## config.mk

```make
export PLATFORM = sky130hd
export DESIGN_NAME = cardbus_sizer
export DESIGN_NICKNAME = d
export VERILOG_FILES = /design/src/rtl/cbs_pkg.sv /design/src/rtl/cbs_decode.sv /design/src/rtl/cbs_lanes.sv /design/src/rtl/cardbus_sizer.sv
export SDC_FILE = /design/constraint.sdc
export NUM_CORES = 1
export LEC_CHECK = 0
export ABC_CLOCK_PERIOD_IN_PS = 4800
export BUFFER_PORTS_ARGS = -buffer_cell sky130_fd_sc_hd__buf_4
export CAP_MARGIN = 20
export CORE_ASPECT_RATIO = 0.75
export CORE_MARGIN = 5
export CORE_UTILIZATION = 40
export DETAILED_ROUTE_END_ITERATION = 8
export PLACE_DENSITY = 0.75
export SLEW_MARGIN = 5
export SYNTH_ARGS = -nofsm -noshare
export SYNTH_HDL_FRONTEND = slang
export SYNTH_SLANG_ARGS = --single-unit
```

## constraint.sdc

```tcl
create_clock -name clk -period 4.8 [get_ports clk]
set_clock_uncertainty 0.05 [all_clocks]
set_input_delay 0.24 -clock clk [delete_from_list [all_inputs] [get_ports clk]]
set_output_delay 0.24 -clock clk [all_outputs]
set_load 0.005 [all_outputs]
```

## src/rtl/cbs_pkg.sv

```systemverilog
package cbs_pkg;
  localparam int DW     = 32;
  localparam int LANE_W = 8;
  localparam int HALF_W = 2 * LANE_W;
  localparam int AW     = 2;

  typedef enum logic [1:0] {SZ_BYTE = 2'd0, SZ_HALF = 2'd1, SZ_WORD = 2'd2, SZ_RSVD = 2'd3} size_e;
  typedef enum logic [1:0] {SP_MEM = 2'd0, SP_ATTR = 2'd1, SP_IO = 2'd2, SP_RSVD = 2'd3} space_e;
  typedef enum logic [1:0] {K_BYTE_LO, K_BYTE_HI, K_HALF, K_WORD} kind_e;
  typedef enum logic [1:0] {S_IDLE, S_X1, S_X2, S_RSP} state_e;

  // ce_n is {hi, lo}
  typedef struct packed {
    logic       err;
    logic       split;
    logic [1:0] ce_n;
    kind_e      kind;
  } plan_t;
endpackage

```

## src/rtl/cbs_decode.sv

```systemverilog
module cbs_decode
  import cbs_pkg::*;
(
  input  logic [1:0]    size,
  input  logic [AW-1:0] addr,
  input  logic [1:0]    space,
  input  logic          io16_n,
  output plan_t         plan
);
  logic wide;

  always_comb begin
    wide = (space == SP_MEM) || (space == SP_ATTR) || ((space == SP_IO) && !io16_n);
    plan = '{err: 1'b1, split: 1'b0, ce_n: 2'b11, kind: K_BYTE_LO};
    if (space != SP_RSVD) begin
      case (size)
        SZ_WORD: begin
          if (wide && addr == '0)
            plan = '{err: 1'b0, split: 1'b0, ce_n: 2'b00, kind: K_WORD};
        end
        SZ_HALF: begin
          if (!addr[0]) begin
            if (wide) plan = '{err: 1'b0, split: 1'b0, ce_n: 2'b00, kind: K_HALF};
            else      plan = '{err: 1'b0, split: 1'b1, ce_n: 2'b10, kind: K_BYTE_LO};
          end
        end
        SZ_BYTE: begin
          if (wide && addr[0]) plan = '{err: 1'b0, split: 1'b0, ce_n: 2'b01, kind: K_BYTE_HI};
          else                 plan = '{err: 1'b0, split: 1'b0, ce_n: 2'b10, kind: K_BYTE_LO};
        end
        default: ;
      endcase
    end
  end
endmodule

```

## src/rtl/cbs_lanes.sv

```systemverilog
module cbs_lanes
  import cbs_pkg::*;
(
  input  kind_e         kind,
  input  logic          second,
  input  logic [DW-1:0] wdata,
  input  logic [DW-1:0] bus_rdata,
  output logic [DW-1:0] lane_wdata,
  output logic [DW-1:0] rd_slice
);
  localparam int UPPER_PAD = DW - HALF_W;
  localparam int BYTE_PAD  = DW - LANE_W;

  always_comb begin
    case (kind)
      K_BYTE_LO: lane_wdata = {{BYTE_PAD{1'b0}},
                               second ? wdata[HALF_W-1:LANE_W] : wdata[LANE_W-1:0]};
      K_BYTE_HI: lane_wdata = {{UPPER_PAD{1'b0}}, wdata[LANE_W-1:0], wdata[LANE_W-1:0]};
      K_HALF:    lane_wdata = {{UPPER_PAD{1'b0}}, wdata[HALF_W-1:0]};
      default:   lane_wdata = wdata;
    endcase
  end

  always_comb begin
    case (kind)
      K_BYTE_LO: rd_slice = second
                   ? {{UPPER_PAD{1'b0}}, bus_rdata[LANE_W-1:0], {LANE_W{1'b0}}}
                   : {{BYTE_PAD{1'b0}}, bus_rdata[LANE_W-1:0]};
      K_BYTE_HI: rd_slice = {{BYTE_PAD{1'b0}}, bus_rdata[HALF_W-1:LANE_W]};
      K_HALF:    rd_slice = {{UPPER_PAD{1'b0}}, bus_rdata[HALF_W-1:0]};
      default:   rd_slice = bus_rdata;
    endcase
  end
endmodule

```

## src/rtl/cardbus_sizer.sv

```systemverilog
module cardbus_sizer
  import cbs_pkg::*;
(
  input  logic          clk,
  input  logic          rst_n,
  input  logic          req_valid,
  output logic          req_ready,
  input  logic [1:0]    req_size,
  input  logic [1:0]    req_addr,
  input  logic [1:0]    req_space,
  input  logic          req_write,
  input  logic [31:0]   req_wdata,
  input  logic          io16_n,
  output logic          ce_lo_n,
  output logic          ce_hi_n,
  output logic [1:0]    bus_addr,
  output logic          bus_we,
  output logic [31:0]   bus_wdata,
  input  logic [31:0]   bus_rdata,
  output logic          rsp_valid,
  input  logic          rsp_ready,
  output logic          rsp_err,
  output logic [31:0]   rsp_rdata
);
  state_e        state_q, state_d;
  plan_t         plan_in, plan_q;
  logic [AW-1:0] addr_q;
  logic          we_q;
  logic [DW-1:0] wd_q, acc_q, lane_wdata, rd_slice;
  logic          accept, xfer, second;
  logic [1:0]    ce_n;

  cbs_decode u_decode (
    .size   (req_size),
    .addr   (req_addr),
    .space  (req_space),
    .io16_n (io16_n),
    .plan   (plan_in)
  );

  cbs_lanes u_lanes (
    .kind       (plan_q.kind),
    .second     (second),
    .wdata      (wd_q),
    .bus_rdata  (bus_rdata),
    .lane_wdata (lane_wdata),
    .rd_slice   (rd_slice)
  );

  assign req_ready = (state_q == S_IDLE);
  assign accept    = req_valid && req_ready;
  assign xfer      = (state_q == S_X1) || (state_q == S_X2);
  assign second    = (state_q == S_X2);

  always_comb begin
    state_d = state_q;
    case (state_q)
      S_IDLE: if (accept) state_d = plan_in.err ? S_RSP : S_X1;
      S_X1:   state_d = plan_q.split ? S_X2 : S_RSP;
      S_X2:   state_d = S_RSP;
      S_RSP:  if (rsp_ready) state_d = S_IDLE;
      default: state_d = S_IDLE;
    endcase
  end

  always_ff @(posedge clk or negedge rst_n) begin
    if (!rst_n) begin
      state_q <= S_IDLE;
      plan_q  <= '{err: 1'b0, split: 1'b0, ce_n: 2'b11, kind: K_BYTE_LO};
      addr_q  <= '0;
      we_q    <= 1'b0;
      wd_q    <= '0;
      acc_q   <= '0;
    end else begin
      state_q <= state_d;
      if (accept) begin
        plan_q <= plan_in;
        addr_q <= req_addr;
        we_q   <= req_write;
        wd_q   <= req_wdata;
        acc_q  <= '0;
      end else if (xfer && !we_q) begin
        acc_q <= acc_q | rd_slice;
      end
    end
  end

  always_comb begin
    case (state_q)
      S_X1:    ce_n = plan_q.ce_n;
      S_X2:    ce_n = 2'b10;
      default: ce_n = 2'b11;
    endcase
  end
  assign {ce_hi_n, ce_lo_n} = ce_n;

  assign bus_addr  = (state_q == S_X1) ? addr_q :
                     (state_q == S_X2) ? {addr_q[1], 1'b1} : '0;
  assign bus_we    = xfer && we_q;
  assign bus_wdata = bus_we ? lane_wdata : '0;

  assign rsp_valid = (state_q == S_RSP);
  assign rsp_err   = rsp_valid && plan_q.err;
  assign rsp_rdata = rsp_valid ? acc_q : '0;

  // response stays put under back-pressure
  assert_rsp_hold_R8: assert property (@(posedge clk) disable iff (!rst_n)
    rsp_valid && !rsp_ready |=> rsp_valid && $stable(rsp_rdata) && $stable(rsp_err));

  // a refused request never ran a bus cycle
  assert_err_no_bus_R7: assert property (@(posedge clk) disable iff (!rst_n)
    rsp_valid && rsp_err |-> $past(ce_lo_n) && $past(ce_hi_n));

  assert_word_strobes_R2: assert property (@(posedge clk) disable iff (!rst_n)
    xfer && plan_q.kind == K_WORD |-> !ce_lo_n && !ce_hi_n);

  assert_byte_one_strobe_R5: assert property (@(posedge clk) disable iff (!rst_n)
    xfer && (plan_q.kind == K_BYTE_LO || plan_q.kind == K_BYTE_HI)
    |-> $countones({ce_hi_n, ce_lo_n}) == 1);

  assert_split_second_R4: assert property (@(posedge clk) disable iff (!rst_n)
    second |-> !ce_lo_n && ce_hi_n && bus_addr[0] && $past(state_q == S_X1));

  assert_idle_quiet_R9: assert property (@(posedge clk) disable iff (!rst_n)
    !xfer |-> ce_lo_n && ce_hi_n && !bus_we && bus_wdata == '0);
endmodule

```

==> results.md <==
- CTS tree: done
- Worst-path fanout max: 18
- Status: completed
- Total grt overflow: 0
- Clk buf depth: 2
- Inserted Diodes: 0
- Worst path required time: 4510 ps
- Met3 Use GR: 5.54%
- Overall Global Routing Usage: 17.7%
- Peak supply drop: 0.238 mV
- Die H: 93.7 um
- RSZ-0062 raised after global routing: no
- Core Area: 0.00908 mm^2
- Total wire length: 10.3 mm
- Detailed Route Iter0 Violations: 198
- Initial core utilization: 41.1%
- CTS Hold Buffers Added: 0
- Residual DRC count: 0
- FP Rows: 30
- Antenna viol nets, final: 0
- Max-cap viol count: 0
- Seq/Total Area, Yosys: 50.4%
- Die width: 122 um
- H-tree depth: 3
- Number of setup buffers added after CTS: 0
- GR met1 Demand/Resource: 23.1%
- Worst-margin pin slew: 993 ps
- Commonest cells after routing, fill and taps aside: 148 x buf_4, 146 x nand2_1, 73 x dfrtp_1, 49 x and2_1, 30 x nor2_1
- Critical Path Source: state_q[0]
- Syn_area_per_cell: 8.52 um^2
- Total nets after synthesis: 518
- PwrDens: 543 mW/mm^2
- CP startpoint kind: flop
- Leakage power: 2.69 nW
- Syn Inst Count: 438
- DR pass1 iterations: 5
- Dpl hpwl: 7.26 mm
- Vias in the first global route: 3,317
- First-pass GRT wire length: 16.2 mm
- Later-pin clock latency in the skew report: 330 ps
- CTS Root Cell: clkbuf_16
- Worst path arrival time: 2500 ps
- Fin cells: 703
- Commonest non-fill, non-tap cell in the layout: buf_4
- Clk sink count: 75
- Routed vias: 3,458
- Final WS setup: 2010 ps
- Setup CP Type: flop to primary output
- Hold Path Class: input port to asynchronous set/reset pin
- PortBufs: 147
- Placed cell count: 686
- DIE AREA: 0.0114 mm^2
- Number of buffers created by CTS: 9
- Slew Viols, Final: 0
- Routed len/inst: 14.7 um
- Synth Register Bits: 75
- Final Setup Violations: 0
- Ys Warns: 0
- Slew headroom: 33.8%
- Met2 Use GR: 28.6%
- # IOs: 148
- Initial antenna violation count: 0
- Synth unique cells: 36
- Resized Gates After CTS: 0
- Reg-to-reg startpoint: state_q[0]
- F_max: 0.359 GHz
- Post-layout nets: 650
- Layout cells sized above 1: 30.4%
- Clk pin slew, worst setup/hold paths: 60 ps
- Tcrit/Tclk final: 58.0%
- Busiest grt layer: met2
- Pin count of the biggest net entering global routing: 76
- Area Growth Syn to Fin: 38.2%
- Tmin final: 2790 ps
- Area of the mapped netlist: 0.00373 mm^2
- Vias per cell: 4.92
- Endpoints failing hold: 0
- Setup TNS: 0 ps
- Gpl congestion: 0.753
- Pre-CTS WS: 2030 ps
- CP Capture Type: primary output
[per-stage QoR]
step           total power, mW  cell area (um^2)  hold WS [ps]  utilization, %
2_1_floorplan             1.74              3730          -106               -
3_3_place_gp              2.14              4860           381            53.5
3_5_place_dp              2.19              4860           384            53.5
4_1_cts                   2.82              5140          38.0            56.6
5_1_grt                   3.02              5160          39.2            56.8
6_report                  2.80              5160          1.99            56.8
[cell usage after synthesis]
master | count | area share, %
o21a_1 | 3 | 0.60
or4b_1 | 1 | 0.27
buf_4 | 4 | 0.80
buf_2 | 15 | 2.0
mux2_2 | 1 | 0.30
clkbuf_1 | 8 | 0.80
nor3b_1 | 1 | 0.20
mux2i_1 | 1 | 0.27
buf_6 | 1 | 0.30
nor2b_1 | 2 | 0.34
nand2b_1 | 3 | 0.50
nand3_1 | 1 | 0.13
a2bb2oi_1 | 1 | 0.23
nor3_1 | 1 | 0.13
a22oi_1 | 24 | 4.8
a311oi_1 | 1 | 0.23
dfstp_2 | 2 | 1.4
a21oi_1 | 29 | 3.9
nor2_2 | 1 | 0.17
nand2_1 | 147 | 15
inv_1 | 3 | 0.30
o41ai_1 | 3 | 0.70
and4bb_2 | 1 | 0.34
nor2_1 | 30 | 3.0
and4b_1 | 1 | 0.27
nor3b_4 | 1 | 0.50
o21bai_2 | 1 | 0.30
nand3b_1 | 2 | 0.40
a211o_1 | 1 | 0.23
a31oi_1 | 2 | 0.34
dfrtp_1 | 73 | 49
a21o_1 | 1 | 0.20
or3b_2 | 1 | 0.23
o21ai_0 | 17 | 2.3
and2_1 | 50 | 8.4
ha_1 | 4 | 1.3
[registers in the layout, indices dropped and copies added, names as in the netlist]
| name | count |
|---|---|
| acc_q | 32 |
| addr_q | 2 |
| plan_q | 6 |
| state_q | 2 |
| wd_q | 32 |
| we_q | 1 |
[cell families after synthesis]
family / share of synthesized area, %
adder cells (fa/ha/maj): 1.34
flip-flops: 50.4
AND/OR/NAND/NOR: 29.7
multiplexers: 0.570
AO/OA/AOI/OAI: 13.8
buffers and inverters: 4.22
[final timing paths]
check                      slack, ps             to  cells past startpoint
max                             2010  bus_wdata[31]                      6
min                                2      acc_q[11]                      1
max reg2reg                     2630       acc_q[2]                      5
min reg2reg                      420       wd_q[26]                      2
max in group asynchronous       4070      addr_q[0]                      1
min in group clk                  50       wd_q[24]                      3
[routing by layer]
layer,up-vias,wire length [um]
met5,-,0
met4,0,88
met3,12,844
met2,126,4810
met1,1620,4550
li1,1700,-
[worst max-delay path, stage by stage (launching register included)]
cell     delay, ps
dfrtp_1        420
inv_1          100
ha_1           380
nand2_1        380
nor2_2         560
and2_1         210
buf_4          110
[final cells by class]
class | instances | area, um^2
clock inverter | 6 | 38.8
inverter | 3 | 11.3
timing repair buffer | 149 | 1130
multi-input combinational | 332 | 1700
clock buffer | 10 | 239
tap | 128 | 160
sequential | 75 | 1880
fill | 845 | 3930
[report_power, final]
part	switching, mW	internal, mW	leakage (nW)
Clock	0.255	0.363	0.135
Sequential	0.183	0.889	0.948
Combinational	0.618	0.497	1.60
Note: power is estimated with default switching activity, not from simulation.
